$ cat src/rtl/porch_gate_pkg.sv
package porch_gate_pkg;

  typedef enum logic [1:0] {
    PG_IDLE = 2'd0,
    PG_WAIT = 2'd1,
    PG_GATE = 2'd2
  } pg_state_e;

  function automatic int unsigned pg_cnt_width(input int unsigned max_cnt);
    if (max_cnt < 3) return 1;
    return $clog2(max_cnt);
  endfunction

endpackage

$ cat src/rtl/pg_edge_detect.sv
module pg_edge_detect (
  input  logic clk,
  input  logic rst,
  input  logic csync_n,
  output logic rise
);
  logic prev_q;

  always_ff @(posedge clk) begin
    if (rst) prev_q <= 1'b1;
    else     prev_q <= csync_n;
  end

  assign rise = csync_n & ~prev_q;

  // a rise needs a low sample before it, so two rises cannot be adjacent
  p_no_double_rise_r2: assert property (@(posedge clk) disable iff (rst)
    rise |=> !rise);

endmodule

$ cat src/rtl/pg_sequencer.sv
module pg_sequencer
  import porch_gate_pkg::*;
#(
  parameter int unsigned DELAY_CYC = 4,
  parameter int unsigned WIDTH_CYC = 70
) (
  input  logic      clk,
  input  logic      rst,
  input  logic      rise,
  output pg_state_e state,
  output logic      gate_next
);
  localparam int unsigned MAX_CNT = (DELAY_CYC > WIDTH_CYC) ? DELAY_CYC : WIDTH_CYC;
  localparam int unsigned CNT_W   = pg_cnt_width(MAX_CNT);
  localparam logic [CNT_W-1:0] WID_LOAD = CNT_W'((WIDTH_CYC > 0) ? WIDTH_CYC - 1 : 0);
  localparam logic [CNT_W-1:0] DLY_LOAD = CNT_W'((DELAY_CYC > 0) ? DELAY_CYC - 1 : 0);

  pg_state_e        state_q, state_d;
  logic [CNT_W-1:0] cnt_q, cnt_d;
  pg_state_e        start_state;
  logic [CNT_W-1:0] start_load;

  generate
    if (DELAY_CYC == 0) begin : g_no_delay
      assign start_state = PG_GATE;
      assign start_load  = WID_LOAD;
    end else begin : g_delay
      assign start_state = PG_WAIT;
      assign start_load  = DLY_LOAD;
    end
  endgenerate

  always_comb begin
    state_d = state_q;
    cnt_d   = cnt_q;
    if (rise) begin
      state_d = start_state;
      cnt_d   = start_load;
    end else begin
      unique case (state_q)
        PG_WAIT: begin
          if (cnt_q == '0) begin
            state_d = PG_GATE;
            cnt_d   = WID_LOAD;
          end else begin
            cnt_d = cnt_q - 1'b1;
          end
        end
        PG_GATE: begin
          if (cnt_q == '0) state_d = PG_IDLE;
          else             cnt_d   = cnt_q - 1'b1;
        end
        default: begin
          state_d = PG_IDLE;
          cnt_d   = '0;
        end
      endcase
    end
  end

  always_ff @(posedge clk) begin
    if (rst) begin
      state_q <= PG_IDLE;
      cnt_q   <= '0;
    end else begin
      state_q <= state_d;
      cnt_q   <= cnt_d;
    end
  end

  assign state     = state_q;
  assign gate_next = (state_d == PG_GATE);

  // counter bounded by the largest load, never wraps
  p_cnt_bound_r9: assert property (@(posedge clk) disable iff (rst)
    (cnt_q <= CNT_W'(MAX_CNT - 1)));
  p_no_wrap_r9: assert property (@(posedge clk) disable iff (rst)
    (state_q != PG_IDLE && cnt_q == '0 && !rise) |=> (cnt_q == '0 || state_q == PG_GATE));
  // expiry of the gate phase returns to idle
  p_gate_end_r3: assert property (@(posedge clk) disable iff (rst)
    (state_q == PG_GATE && cnt_q == '0 && !rise) |=> (state_q == PG_IDLE));
  // any rise leaves the machine busy
  p_rise_starts_r5: assert property (@(posedge clk) disable iff (rst)
    rise |=> (state_q != PG_IDLE));

endmodule

$ cat src/rtl/pg_out_reg.sv
module pg_out_reg (
  input  logic clk,
  input  logic rst,
  input  logic gate_next,
  output logic gate_n
);
  always_ff @(posedge clk) begin
    if (rst) gate_n <= 1'b1;
    else     gate_n <= ~gate_next;
  end

  // output is high in the first cycle after reset
  p_reset_high_r1: assert property (@(posedge clk)
    $past(rst) |-> gate_n);

endmodule

$ cat src/rtl/porch_gate_gen.sv
module porch_gate_gen
  import porch_gate_pkg::*;
#(
  parameter int unsigned DELAY_CYC = 4,
  parameter int unsigned WIDTH_CYC = 70
) (
  input  logic clk,
  input  logic rst,
  input  logic csync_n,
  output logic gate_n
);
  logic      rise;
  logic      gate_next;
  pg_state_e seq_state;

  pg_edge_detect u_edge (
    .clk     (clk),
    .rst     (rst),
    .csync_n (csync_n),
    .rise    (rise)
  );

  pg_sequencer #(
    .DELAY_CYC (DELAY_CYC),
    .WIDTH_CYC (WIDTH_CYC)
  ) u_seq (
    .clk       (clk),
    .rst       (rst),
    .rise      (rise),
    .state     (seq_state),
    .gate_next (gate_next)
  );

  pg_out_reg u_out (
    .clk       (clk),
    .rst       (rst),
    .gate_next (gate_next),
    .gate_n    (gate_n)
  );

  // low output only while the gate phase is active
  p_low_in_gate_r10: assert property (@(posedge clk) disable iff (rst)
    !gate_n |-> (seq_state == PG_GATE));
  // idle without a rise keeps the output high
  p_idle_quiet_r4: assert property (@(posedge clk) disable iff (rst)
    (seq_state == PG_IDLE && !rise) |=> gate_n);

endmodule

$ cat config.mk
export PLATFORM = sky130hd
export DESIGN_NAME = porch_gate_gen
export DESIGN_NICKNAME = d
export VERILOG_FILES = /design/src/rtl/porch_gate_pkg.sv /design/src/rtl/pg_edge_detect.sv /design/src/rtl/pg_sequencer.sv /design/src/rtl/pg_out_reg.sv /design/src/rtl/porch_gate_gen.sv
export SDC_FILE = /design/constraint.sdc
export NUM_CORES = 1
export LEC_CHECK = 0
export ABC_AREA = 1
export BUFFER_PORTS_ARGS = -buffer_cell sky130_fd_sc_hd__buf_2
export CORE_AREA = 2 2 39 41
export DETAILED_ROUTE_END_ITERATION = 10
export DIE_AREA = 0 0 41 43
export GPL_TIMING_DRIVEN = 0
export PLACE_DENSITY = 0.75
export SYNTH_ARGS = -nofsm -noshare
export SYNTH_HDL_FRONTEND = slang
export SYNTH_SLANG_ARGS = --single-unit
export TNS_END_PERCENT = 1
$ cat constraint.sdc
create_clock -name clk -period 1.2 [get_ports clk]
set_input_delay 0.18 -clock clk [delete_from_list [all_inputs] [get_ports clk]]
set_output_delay 0.18 -clock clk [all_outputs]
set_load 0.02 [all_outputs]
### After elaboration in Yosys (flattened, before gate mapping)

Cells that the tools add are included.

| word-level totals | value |
|---|---|
| bits in registers | 11 |
| latch bits | 0 |
| RAM bits | 0 |
| ROM bits | 0 |
| input port bits | 3 |
| word-level logic and storage cells | 24 |
| memories | 0 |

| cells by class | value |
|---|---|
| add/sub/neg operators | 1 |
| $mul | 0 |
| divide/modulo/power cells | 0 |
| order comparisons | 0 |
| equality and inequality tests | 5 |
| shift operators | 0 |
| mux-type cells | 8 |
| bitwise operators | 3 |
| reduce and logical (&&, ||, !) cells | 2 |

Operators with widths:

| cell | number |
|---|---|
| $mux 7 | 2 |
| $pmux 7 s2 | 1 |
| $mux 2 | 4 |
| $logic_not 7->1 | 1 |
| $sub 7x1->7 const B | 1 |
| $eq 2x2->1 const B | 2 |
| $pmux 2 s2 | 1 |
| $ne 3x3->1 const B | 1 |
| $eq 2x1->1 const B | 1 |
| $ne 2x2->1 const B | 1 |
| $not 1->1 | 2 |
| $reduce_or 2->1 | 1 |
| $and 1x1->1 | 1 |

### Longest topological paths before layout

Gate-level depths: netlist of run 1.

| logic depth | value |
|---|---|
| depth in word-level cells | 6 |
| gate-level depth with buffers | 10 |
| gate-level depth less buffers | 10 |

### Modules after synthesis

Synthesis of run 1 repeated with hierarchy kept, for this count alone.

| unflattened totals | value |
|---|---|
| cells, all modules | 86 |
| area, all modules | 658.1 sq um |

Modules (own cells, without submodules):

| module | times used | cells an instance | area an instance (sq um) | sequential area each (sq um) |
|---|---|---|---|---|
| pg_sequencer | 1 | 78 | 593.1 | 180.2 |
| pg_edge_detect | 1 | 5 | 37.5 | 20.0 |
| pg_out_reg | 1 | 3 | 27.5 | 20.0 |

### Least setup slack after synthesis of run 1

Ideal clock, no wire load.

| timing | value |
|---|---|
| kind | register to register |
| start point | register u_seq.state_q[0] (netlist: u_seq.state[0]) |
| end point | register u_out.gate_n |
| library setup time | 119 ps |
| data arrival time | 1156 ps |
| data required time | 1081 ps |
| path slack | -75 ps |
| stages on the path, launching flop included | 8 |
| buffers on the path | 0 |
| period minus slack after synthesis | 1275 ps |
| path through | dfxtp_1 inv_1 ha_1 a21oi_4 inv_2 nor2_2 a21boi_2 nand2_1 |

| between the ends | value |
|---|---|
| longest elaborated chain between the ends | 5 |
| elaborated cells on any way between the ends | 8 |
| those cells by class | eq/ne (3); mux (4); bitwise (1) |

Ends and longest elaborated chain:

| what | line | text |
|---|---|---|
| start: declaration | pg_sequencer.sv:18 | `pg_state_e state_q, state_d;` |
| start signal: assignment | pg_sequencer.sv:66 | `state_q <= state_d;` |
| $eq 2x2->1 (tied with other cells) | pg_sequencer.sv:40 | `unique case (state_q)` |
| $pmux 2 s2 (*) | pg_sequencer.sv:40 |  |
| $mux 2 (*) | pg_sequencer.sv:36 | `if (rise) begin` |
| $eq 2x2->1 (*) | pg_sequencer.sv:72 | `assign gate_next = (state_d == PG_GATE);` |
| $not 1->1 (*) | pg_out_reg.sv:9 | `else gate_n <= ~gate_next;` |
| end signal: assignment | pg_out_reg.sv:9 |  |
| end: declaration | pg_out_reg.sv:5 | `output logic gate_n` |

Mark *: on every way between the ends. The rest lies on a longest branch, timed or not.
A chain may end at the register's enable or synchronous reset.

### Final worst setup path of run 1

| timing | value |
|---|---|
| start point | register u_seq.cnt_q[0] |
| end point | register u_seq.cnt_q[1] |

| between the ends | value |
|---|---|
| longest elaborated chain between the ends | 4 |
| elaborated cells on any way between the ends | 7 |
| those cells by class | add/sub (1); eq/ne (1); mux (4); reduce/logical (1) |

Ends and longest elaborated chain:

| what | line | text |
|---|---|---|
| start: declaration | pg_sequencer.sv:19 | `logic [CNT_W-1:0] cnt_q, cnt_d;` |
| start signal: assignment | pg_sequencer.sv:67 | `cnt_q <= cnt_d;` |
| $sub 7x1->7 / $logic_not 7->1 (equally long branches) | n/a |  |
| $mux 7, on equally long branches | pg_sequencer.sv:50, pg_sequencer.sv:42 |  |
| $pmux 7 s2 | pg_sequencer.sv:40 |  |
| $mux 2 | pg_sequencer.sv:36 |  |

Several ways; a longest one is shown, not always the timed one. The select of a mux whose other input is x is not followed.

==> flow_metrics.tcl, run 1 <==
set metrics [dict create \
    run_status "complete, but fails checks" \
    failed_checks "setup timing" \
    slew_violations 0 \
    placementRows 14 \
    clock_tree_from_tritoncts "yes" \
    cell_type_with_the_largest_total_area_after_synthesis "sky130_fd_sc_hd__dfxtp_1" \
    die_height_um 43 \
    relSlewSlack_pct 84.8 \
    syn_inst 74 \
    crit_path_cell_trace "inv_4 -> ha_4 -> inv_2 -> nor2_4 -> nand3_4 -> nor2_4 -> inv_2 -> nor2_2 -> nor2_1 -> nor2_1" \
    number_of_synthesized_register_bits 11 \
    globalplace.congestion 0.720 \
    synth_seq_area_share_pct 35.3 \
    syn_area_per_cell_sq_um 8.44 \
    post_route_fraction_of_the_period_consumed_by_the_critical_path_pct 107 \
    fin_worst_setup_slack_ns -0.0876 \
    distinct_cells_synth 22 \
    antenna_found_initial 0 \
    hold_viol_final 0 \
    grt_setup_unrepaired "yes" \
    timing.clock.skew_ns 0.00249 \
    layout-drive-gt1-share_pct 47.7 \
    critPathBufInv 3 \
    io_pins 4 \
    global_route.overflow_total 0 \
    grt.total_usage_pct 15.3 \
    max_clock_freq_mhz 777 \
    initial_utilization_pct 45.1 \
    drc 0 \
    first_global_vias 461 \
    cts.reportedPaths.clkPinSlew_ns 0.07 \
    setup.worst_path.start_class "flip-flop" \
    max-vdd-ir-drop_mv 0.739 \
    ys_warn_count 0 \
    number_of_buffers_added_on_ports 3 \
    finish.cell_count_without_fillers 102 \
    vias 501 \
    area_delta_synth_final_pct 23.6 \
    pre_cts_ws_ns -0.127 \
    worst_setup_path_end_kind "flip-flop" \
    crit_required_ns 1.41 \
    ctsHoldBuffers 0 \
    power.density_cell_area_nw_per_um2 896 \
    net_count_of_the_mapped_netlist 81 \
    worstSkewPairLatency_ns 0.27 \
    class_of_the_tightest_hold_or_removal_check "input pin to flip-flop" \
    clock_tree_buf_depth 2 \
    antenna_violating_nets_post_route 0 \
    fp.dieArea_sq_um 1760 \
    crit_path_top_delay_cell "sky130_fd_sc_hd__dfxtp_4" \
    floorplan.core_area_sq_um 1380 \
    yosysTopAreaCellShare_pct 35.3 \
    design_power_total_mw 0.692 \
    timing.max_cap.violations 0 \
    setup-violations-final 6 \
    fin_crit_ns 1.29 \
    wirelength_mm 1.05 \
    ctsHtreeMaxLevel 1 \
    cp.arrival_ns 1.50 \
    drt-vias-per-instance 4.91 \
    dr.first_iter.drc_count 8 \
    firstDrtPassIters 2 \
    horizontal_extent_of_the_die_um 41 \
    cts.sinks 11 \
    grt_start_max_net_pins 7 \
    detailed_place_hpwl_um 767 \
    root_driver "sky130_fd_sc_hd__clkbuf_4" \
    power_leakage_nw 0.340 \
    num_antenna_cells 0 \
    global_route_wire_length_before_repair_mm 1.82 \
    timing.setup.tns_ns -0.330 \
    worst-slew-pin-transition_ns 0.228 \
    critical_path_class "flip-flop to flip-flop" \
    crit_path_max_fanout 5 \
    synthTopCellsByArea "sky130_fd_sc_hd__dfxtp_1, sky130_fd_sc_hd__nor2_4, sky130_fd_sc_hd__ha_1" \
    tritoncts.num_buffers 3 \
    slowest_delay_ns 0.36 \
    final_nets 94 \
    cpLargestDelayFamily "simple AND/OR/NAND/NOR gates" \
    detail_route.wl_per_cell_um 10.3 \
    dp_cells 93 \
    synthesis.area_sq_um 624 \
]
-- metrics by stage --
| step | cell area (sq um) | hold WS (ns) | utilization (%) |
|---|---|---|---|
| finish | 772 | 0.108 | 55.8 |
| global route | 772 | 0.107 | 55.8 |
| CTS | 717 | 0.111 | 51.8 |
| detailed placement | 676 | 0.388 | 48.8 |
| global placement | 676 | 0.383 | 48.8 |
| floorplan | 641 | 0.245 | - |
-- sequential cells by signal (all words and copies together) (netlist names) --
| signal | count |
|---|---|
| u_edge.prev_q | 1 |
| u_out.gate_n | 1 |
| u_seq.cnt_q | 7 |
| u_seq.state | 2 |
-- kinds of logic after synthesis --
family | synth area share, %
and+or+nand+nor | 30.7
buffers and inverters | 8.42
DFF | 35.3
AOI/OAI and AO/OA | 10.6
xor gates and xnor gates | 7.01
adders and majority gates | 8.02
-- synth_stat cells --
master,n
sky130_fd_sc_hd__a21boi_2,1
sky130_fd_sc_hd__a21oi_1,4
sky130_fd_sc_hd__a21oi_4,1
sky130_fd_sc_hd__a31oi_1,1
sky130_fd_sc_hd__dfxtp_1,11
sky130_fd_sc_hd__ha_1,4
sky130_fd_sc_hd__inv_1,10
sky130_fd_sc_hd__inv_2,4
sky130_fd_sc_hd__nand2_1,8
sky130_fd_sc_hd__nand2_2,1
sky130_fd_sc_hd__nand3_1,1
sky130_fd_sc_hd__nand3_2,1
sky130_fd_sc_hd__nand3_4,1
sky130_fd_sc_hd__nor2_1,7
sky130_fd_sc_hd__nor2_2,3
sky130_fd_sc_hd__nor2_4,5
sky130_fd_sc_hd__nor3_1,3
sky130_fd_sc_hd__o21ai_1,1
sky130_fd_sc_hd__o21bai_1,1
sky130_fd_sc_hd__or2_2,1
sky130_fd_sc_hd__xnor2_1,1
sky130_fd_sc_hd__xor2_1,4
-- worst reg2reg max path, stage by stage, from the launching register on --
cell and delay (ns):
sky130_fd_sc_hd__dfxtp_4 0.36, sky130_fd_sc_hd__inv_4 0.06, sky130_fd_sc_hd__ha_4 0.12, sky130_fd_sc_hd__inv_2 0.04, sky130_fd_sc_hd__nor2_4 0.12, sky130_fd_sc_hd__nand3_4 0.12
sky130_fd_sc_hd__nor2_4 0.15, sky130_fd_sc_hd__inv_2 0.05, sky130_fd_sc_hd__nor2_2 0.07, sky130_fd_sc_hd__nor2_1 0.04, sky130_fd_sc_hd__nor2_1 0.09
-- report_power, final --
part | switching (mW) | internal (mW) | leakage, nW | total [mW]
Sequential | 0.00413 | 0.366 | 0.0912 | 0.371
Clock | 0.125 | 0.129 | 0.0150 | 0.254
Combinational | 0.0356 | 0.0317 | 0.233 | 0.0672
Total | 0.165 | 0.527 | 0.340 | 0.692
-- cell type report --
| cell class | instances | area (sq um) |
|---|---|---|
| Clock buffer | 4 | 26.3 |
| Fill cell | 118 | 612 |
| Inverter | 14 | 55.1 |
| Multi-Input combinational cell | 49 | 389 |
| Sequential cell | 11 | 229 |
| Tap cell | 16 | 20.0 |
| Timing Repair Buffer | 8 | 52.6 |
-- layout by cell type (no fill, tap or decap), drive strengths merged --
master and instances:
ha 4, o21bai 1, nand2 9, dfxtp 11, clkbuf 4, a31oi 1
or2 1, xnor2 1, nand3 3, buf 8, xor2 4, nor3 3
inv 14, a21oi 5, o21ai 1, a21boi 1, nor2 15
-- layer usage --
layer / GRT usage (%) / up-vias / share of wire [%] / wire length (um)
met5: 0 / - / 0 / 0
met1: 20.3 / 232 / 43 / 453
met4: 10.0 / 0 / 3.4 / 36
met2: 22.2 / 7 / 52 / 540
li1: - / 257 / - / -
met3: 1.57 / 5 / 1.3 / 14
-- final timing paths --
check	depth (start not counted)	from	slack (ns)	to
max	10	u_seq.cnt_q[0]	-0.09	u_seq.cnt_q[1]
min	2	rst	0.11	u_seq.cnt_q[0]
max reg2reg	10	u_seq.cnt_q[0]	-0.09	u_seq.cnt_q[1]
min reg2reg	2	u_seq.state[1]	0.54	u_seq.state[1]
-- what timing repair did --
item                                   4_1_cts  5_1_grt
endpoints found under the hold margin        0        0
setup endpoints to repair                   10       10
resized for setup                            8        5
setup buffers                                0        5
pin swaps                                    3        7
Power figures use the tool's default switching activity.
==> run 2, diff against run 1 <==
--- a/config.mk
+++ b/config.mk
@@ -11,7 +11,7 @@
 export DETAILED_ROUTE_END_ITERATION = 10
 export DIE_AREA = 0 0 41 43
 export GPL_TIMING_DRIVEN = 0
-export PLACE_DENSITY = 0.75
+export PLACE_DENSITY_LB_ADDON = 0.05
 export SYNTH_ARGS = -nofsm -noshare
 export SYNTH_HDL_FRONTEND = slang
 export SYNTH_SLANG_ARGS = --single-unit
==> run 2 against run 1 <==
The flow still finishes with violations (setup timing). Register-to-register slack is essentially flat. Maximum frequency shrank 0.93%. Utilization shrank 0.090 points. Cell area shrank 0.16%. Die area is the same.
==> flow_metrics.tcl, run 2 (synthesis gave the netlist of run 1 again) <==
set metrics [dict create \
    number_of_buffers_added_on_ports 3 \
    critPathBufInv 3 \
    dr.first_iter.drc_count 0 \
    power.density_cell_area_nw_per_um2 892 \
    power_leakage_nw 0.332 \
    globalplace.congestion 0.700 \
    crit_required_ns 1.41 \
    largest_reg_flops 7 \
    floorplan.core_area_sq_um 1380 \
    worstSkewPairLatency_ns 0.27 \
    final_area_sq_um 771 \
    clock_tree_buf_depth 2 \
    first_global_vias 411 \
    cp.arrival_ns 1.51 \
    rrSetupSlack_ns -0.1 \
    worst-slew-pin-transition_ns 0.213 \
    final_nets 92 \
    failed_checks "setup timing" \
    slew_violations 0 \
    cpLargestDelayFamily "flip-flops" \
    n_fill_cell 142 \
    layout-drive-gt1-share_pct 48.8 \
    crit_path_top_delay_cell "sky130_fd_sc_hd__dfxtp_4" \
    antenna_violating_nets_post_route 0 \
    pre_cts_ws_ns -0.113 \
    global_route_wire_length_before_repair_mm 1.60 \
    antenna_found_initial 0 \
    crit_path_start "u_seq.state[1]" \
    setup.worst_path.start_class "flip-flop" \
    timing.max_cap.violations 0 \
    drt-vias-per-instance 4.68 \
    grt.total_usage_pct 14.1 \
    worstRegToRegCells 9 \
    met3_wirelength_um 23 \
    finish.cell_count_without_fillers 100 \
    grt_setup_unrepaired "yes" \
    wl_met1_um 470 \
    tritoncts.num_buffers 3 \
    drc 0 \
    global_route.overflow_total 0 \
    io_pins 4 \
    max-vdd-ir-drop_mv 0.475 \
    detailroute.wirelength.met2_um 525 \
    firstDrtPassIters 1 \
    worst_setup_path_endpoint "u_seq.cnt_q[1]" \
    r2r_end "u_seq.cnt_q[1]" \
    detail_route.wl_per_cell_um 10.5 \
    area_delta_synth_final_pct 23.4 \
    num_antenna_cells 0 \
    fp.dieArea_sq_um 1760 \
    timing.setup.tns_ns -0.311 \
    top_signal_layer_used "met4" \
    run_status "complete, but fails checks" \
    layout.cells.most_common "sky130_fd_sc_hd__inv_2" \
    placementRows 14 \
    fin_worst_setup_slack_ns -0.0997 \
    detailed_place_hpwl_um 788 \
    post_route_fraction_of_the_period_consumed_by_the_critical_path_pct 108 \
    critical_path.reg2reg.startpoint "u_seq.state[1]" \
    place_area_sq_um 676 \
    setup-violations-final 9 \
    horizontal_extent_of_the_die_um 41 \
    hold_viol_final 0 \
    cts.sinks 11 \
    worst_setup_path_end_kind "flip-flop" \
    wirelength_mm 1.05 \
    slowest_delay_ns 0.36 \
    grt_start_max_net_pins 7 \
    vias 468 \
    relSlewSlack_pct 85.7 \
    timing.clock.skew_ns 0.000825 \
    crit_path_cell_trace "inv_2 -> ha_4 -> inv_2 -> a21oi_4 -> buf_4 -> nand2_2 -> o21bai_1 -> nor2_1 -> nor2_1" \
    dp_cells 93 \
    initial_utilization_pct 45.1 \
    class_of_the_tightest_hold_or_removal_check "input pin to flip-flop" \
    crit_path_max_fanout 4 \
    ctsHtreeMaxLevel 1 \
    regMostFlops "u_seq.cnt_q" \
    fin_crit_ns 1.30 \
    root_driver "sky130_fd_sc_hd__clkbuf_4" \
    critical_path_class "flip-flop to flip-flop" \
    max_clock_freq_mhz 769 \
    layout.cells.most_common_list "sky130_fd_sc_hd__inv_2, sky130_fd_sc_hd__dfxtp_1, sky130_fd_sc_hd__nand2_1, sky130_fd_sc_hd__nor2_1, sky130_fd_sc_hd__nor2_4" \
    cts.reportedPaths.clkPinSlew_ns 0.07 \
    clock_tree_from_tritoncts "yes" \
    levels_on_crit_path 9 \
    holdPathStages 2 \
    die_height_um 43 \
]
run 2: cell types whose count changed in the layout (fill, tap and decap cells not counted), sizes merged:
| cell | delta |
|---|---|
| buf | -2 |
run 2: where the power goes:
group          internal, mW  total (mW)  switching [mW]  leakage [nW]
combinational        0.0273      0.0636          0.0363         0.226
clock                 0.129       0.256           0.127        0.0150
sequential            0.364       0.368         0.00401        0.0915
run 2: stage by stage:
step | power [mW] | util (%) | hold WS (ns)
after floorplan | 0.423 | - | 0.245
after global placement | 0.436 | 48.8 | 0.383
after detailed placement | 0.436 | 48.8 | 0.386
after CTS | 0.690 | 52.0 | 0.101
after global routing | 0.723 | 55.7 | 0.109
final | 0.687 | 55.7 | 0.106
run 2: final cells by class:
type                       instances  area, sq um  area share, %
clock buffer                       4         26.3           3.41
inverter                          14         55.1           7.14
multi-input combinational         49          400           51.9
sequential                        11          231           30.0
tap                               16         20.0           2.60
timing repair buffer               6         37.5           4.87
run 2: how the worst min path moves through the flow:
stage,end,startpoint
floorplan,u_seq.state[0],rst
global placement,u_edge.prev_q,csync_n
detailed placement,u_edge.prev_q,csync_n
CTS,u_edge.prev_q,csync_n
global route,u_edge.prev_q,csync_n
finish,u_edge.prev_q,csync_n
run 2: repair_timing:
item | in CTS | in global routing
setup endpoints to repair | 10 | 10
gates cloned | 0 | 0
gates resized for setup | 8 | 9
hold buffers | 0 | 0
setup buffers | 0 | 3
pin swaps | 3 | 4
run 2: metal layers:
layer  up-vias  GRT usage [%]
li1        247              -
met1       210           15.4
met2         6           21.6
met3         5           3.14
met4         0           12.0
met5         -              0
==> run 3, diff against run 2 <==
--- a/config.mk
+++ b/config.mk
@@ -5,12 +5,10 @@
 export SDC_FILE = /design/constraint.sdc
 export NUM_CORES = 1
 export LEC_CHECK = 0
-export ABC_AREA = 1
 export BUFFER_PORTS_ARGS = -buffer_cell sky130_fd_sc_hd__buf_2
 export CORE_AREA = 2 2 39 41
 export DETAILED_ROUTE_END_ITERATION = 10
 export DIE_AREA = 0 0 41 43
-export GPL_TIMING_DRIVEN = 0
 export PLACE_DENSITY_LB_ADDON = 0.05
 export SYNTH_ARGS = -nofsm -noshare
 export SYNTH_HDL_FRONTEND = slang
==> run 3 against run 2 <==
The flow still finishes with violations (setup timing). Die area unchanged. First-iteration DRC count up 5. Critical path type unchanged. Cell area down 0.65%. Count of clock-buffer cells in the layout stayed put. Register-to-register slack got worse by 0.03 ns. Global-route usage increased by 2.4 points. Final cell count down 2.0%. Via count is 4.1% higher.
==> flow_metrics.tcl, run 3 <==
set metrics [dict create \
    failed_checks "setup timing" \
    grt_setup_unrepaired "yes" \
    worst_setup_path_endpoint "u_seq.state[0]" \
    class_of_the_tightest_hold_or_removal_check "input pin to flip-flop" \
    timing.max_cap.violations 0 \
    place_area_sq_um 722 \
    synth_edf_count 0 \
    synthTopCellsByArea "sky130_fd_sc_hd__dfxtp_1, sky130_fd_sc_hd__ha_1, sky130_fd_sc_hd__xor2_1" \
    globalplace.congestion 0.703 \
    top_cell_types_by_occurrence_after_synthesis "sky130_fd_sc_hd__dfxtp_1, sky130_fd_sc_hd__inv_1, sky130_fd_sc_hd__nand2_1, sky130_fd_sc_hd__nor2_1" \
    tritoncts.num_buffers 3 \
    power_frac_clock_pct 36.6 \
    floorplan.core_area_sq_um 1380 \
    ctsHtreeMaxLevel 1 \
    clock_tree_buf_depth 2 \
    worst-slew-pin-transition_ns 0.338 \
    setup-violations-final 10 \
    crit_path_start "u_seq.state[0]" \
    vias 487 \
    dr.first_iter.drc_count 5 \
    power_frac_seq_pct 54.3 \
    cell_type_with_the_largest_total_area_after_synthesis "sky130_fd_sc_hd__dfxtp_1" \
    layout.cells.most_common "sky130_fd_sc_hd__buf_4" \
    grt_start_max_net_pins 8 \
    cp.arrival_ns 1.53 \
    detail_route.wl_per_cell_um 11.2 \
    holdPathStages 2 \
    net_count_of_the_mapped_netlist 68 \
    dp_cells 93 \
    grt.total_usage_pct 16.5 \
    cts.reportedPaths.clkPinSlew_ns 0.07 \
    r2r_end "u_seq.state[0]" \
    die_height_um 43 \
    regMostFlops "u_seq.cnt_q" \
    layout.cells.most_common_list "sky130_fd_sc_hd__buf_4, sky130_fd_sc_hd__dfxtp_1, sky130_fd_sc_hd__inv_1, sky130_fd_sc_hd__nand2_1, sky130_fd_sc_hd__nor2_1" \
    max_clock_freq_mhz 752 \
    distinct_cells_synth 24 \
    setup.worst_path.start_class "flip-flop" \
    slew_violations 0 \
    global_route_wire_length_before_repair_mm 1.93 \
    most_numerous_cell_in_the_yosys_netlist "sky130_fd_sc_hd__dfxtp_1" \
    final_nets 90 \
    horizontal_extent_of_the_die_um 41 \
    asyncSetResetFlopFracSynth_pct 0 \
    pwr-share-comb_pct 9.2 \
    power.density_cell_area_nw_per_um2 895 \
    clock_tree_from_tritoncts "yes" \
    power_leakage_nw 0.347 \
    worstSkewPairLatency_ns 0.26 \
    finish.cell_count_without_fillers 98 \
    ys_dominant_reg_cell "sky130_fd_sc_hd__dfxtp_1" \
    timing.clock.skew_ns 0.00500 \
    relSlewSlack_pct 77.3 \
    worst_setup_path_end_kind "flip-flop" \
    final_area_sq_um 766 \
    first_global_vias 480 \
    synth_seq_area_share_pct 39.5 \
    drt-vias-per-instance 4.97 \
    num_antenna_cells 0 \
    number_of_buffers_added_on_ports 3 \
    fin_crit_ns 1.33 \
    firstDrtPassIters 4 \
    ys_warn_count 0 \
    sw_frac_of_total_pct 22.5 \
    global_route.overflow_total 0 \
    critical_path.reg2reg.startpoint "u_seq.state[0]" \
    yosysTopAreaCellShare_pct 39.5 \
    initial_utilization_pct 40.3 \
    worstRegToRegCells 5 \
    rrSetupSlack_ns -0.13 \
    critical_path_class "flip-flop to flip-flop" \
    detailed_place_hpwl_um 884 \
    layout-drive-gt1-share_pct 37.8 \
    synthesis.area_sq_um 558 \
    run_status "complete, but fails checks" \
    fp.dieArea_sq_um 1760 \
    antenna_violating_nets_post_route 0 \
    largest_reg_flops 7 \
    root_driver "sky130_fd_sc_hd__clkbuf_4" \
    placementRows 14 \
    crit_path_max_fanout 5 \
    hold_viol_final 0 \
    post_route_fraction_of_the_period_consumed_by_the_critical_path_pct 111 \
    cts.sinks 11 \
    wirelength_mm 1.10 \
    fin_worst_setup_slack_ns -0.129 \
    max-vdd-ir-drop_mv 0.526 \
    syn_inst 61 \
    number_of_synthesized_register_bits 11 \
    io_pins 4 \
    switchingPower_mw 0.154 \
    drc 0 \
    syn_area_per_cell_sq_um 9.15 \
    antenna_found_initial 0 \
    internal_mw 0.531 \
    area_delta_synth_final_pct 37.2 \
    crit_required_ns 1.40 \
]
[run 3: changes by cell type after synthesis, sizes merged, moves of 2 or more]
cell   before  now
nor2       15    5
a21oi       5    3
o21ai       1    4
nand2       9    5
or3         0    2
mux2i       0    2
inv        14    6
nand3       3    1
[run 3: how the worst min path moves through the flow]
stage             from              to  slack (ns)
2_1_floorplan      rst  u_seq.state[0]        0.24
3_3_place_gp   csync_n   u_edge.prev_q        0.39
3_5_place_dp   csync_n   u_edge.prev_q        0.39
4_1_cts        csync_n   u_edge.prev_q        0.11
5_1_grt        csync_n   u_edge.prev_q        0.11
6_report       csync_n   u_edge.prev_q        0.12
[run 3: worst max-delay path, cell delays in order (launching register included)]
cell,delay [ns]
sky130_fd_sc_hd__dfxtp_2,0.34
sky130_fd_sc_hd__inv_2,0.05
sky130_fd_sc_hd__ha_4,0.20
sky130_fd_sc_hd__o21bai_4,0.18
sky130_fd_sc_hd__or3_1,0.36
sky130_fd_sc_hd__a21oi_1,0.13
[run 3: power by group through the flow]
stage / registers [mW] / clock network, mW / logic [mW]
6_report: 0.372 / 0.251 / 0.0627
4_1_cts: 0.371 / 0.262 / 0.0637
3_5_place_dp: 0.380 / 0 / 0.0604
3_3_place_gp: 0.380 / 0 / 0.0598
5_1_grt: 0.372 / 0.287 / 0.0694
2_1_floorplan: 0.380 / 0 / 0.0356
[run 3: layer usage]
metal / GRT usage, % / part of all wire, % / vias to the layer above
li1: - / - / 248
met1: 18.5 / 44 / 228
met2: 26.9 / 50 / 7
met3: 3.14 / 3.1 / 4
met4: 10.0 / 1.9 / 0
met5: 0 / 0 / -
[run 3: kinds of logic after synthesis]
group / Yosys count / share of synthesized area [%]
XOR/XNOR: 5 / 7.85
AO/OA/AOI/OAI: 10 / 10.1
buffers and inverters: 6 / 4.04
multiplexers: 2 / 3.59
flip-flops: 11 / 39.5
AND/OR/NAND/NOR: 23 / 26.0
adder cells (fa/ha/maj): 4 / 8.97
[run 3: layout make-up]
| type | instances | area, sq um |
|---|---|---|
| Fill cell | 137 | 618 |
| Multi-Input combinational cell | 44 | 353 |
| Sequential cell | 11 | 224 |
| Timing Repair Buffer | 17 | 120 |
| Clock buffer | 4 | 26.3 |
| Inverter | 6 | 22.5 |
| Tap cell | 16 | 20.0 |
[run 3: what timing repair did]
| item | in CTS | in global routing |
|---|---|---|
| endpoints found under the setup margin | 10 | 10 |
| setup buffers | 1 | 0 |
| pin swaps | 8 | 1 |
| resized for setup | 2 | 1 |
| hold buffers | 0 | 0 |
[run 3: stage by stage]
| stage | worst slack (ns) | utilization [%] | TNS [ns] | total power, mW | hold WS (ns) |
|---|---|---|---|---|---|
| global route | -0.216 | 55.3 | -1.72 | 0.728 | 0.114 |
| detailed placement | -0.147 | 52.2 | -1.06 | 0.441 | 0.388 |
| global placement | -0.149 | 52.2 | -0.908 | 0.440 | 0.386 |
| CTS | -0.126 | 55.2 | -0.957 | 0.697 | 0.114 |
| finish | -0.129 | 55.3 | -1.05 | 0.685 | 0.118 |
| floorplan | -0.104 | - | -0.332 | 0.416 | 0.242 |
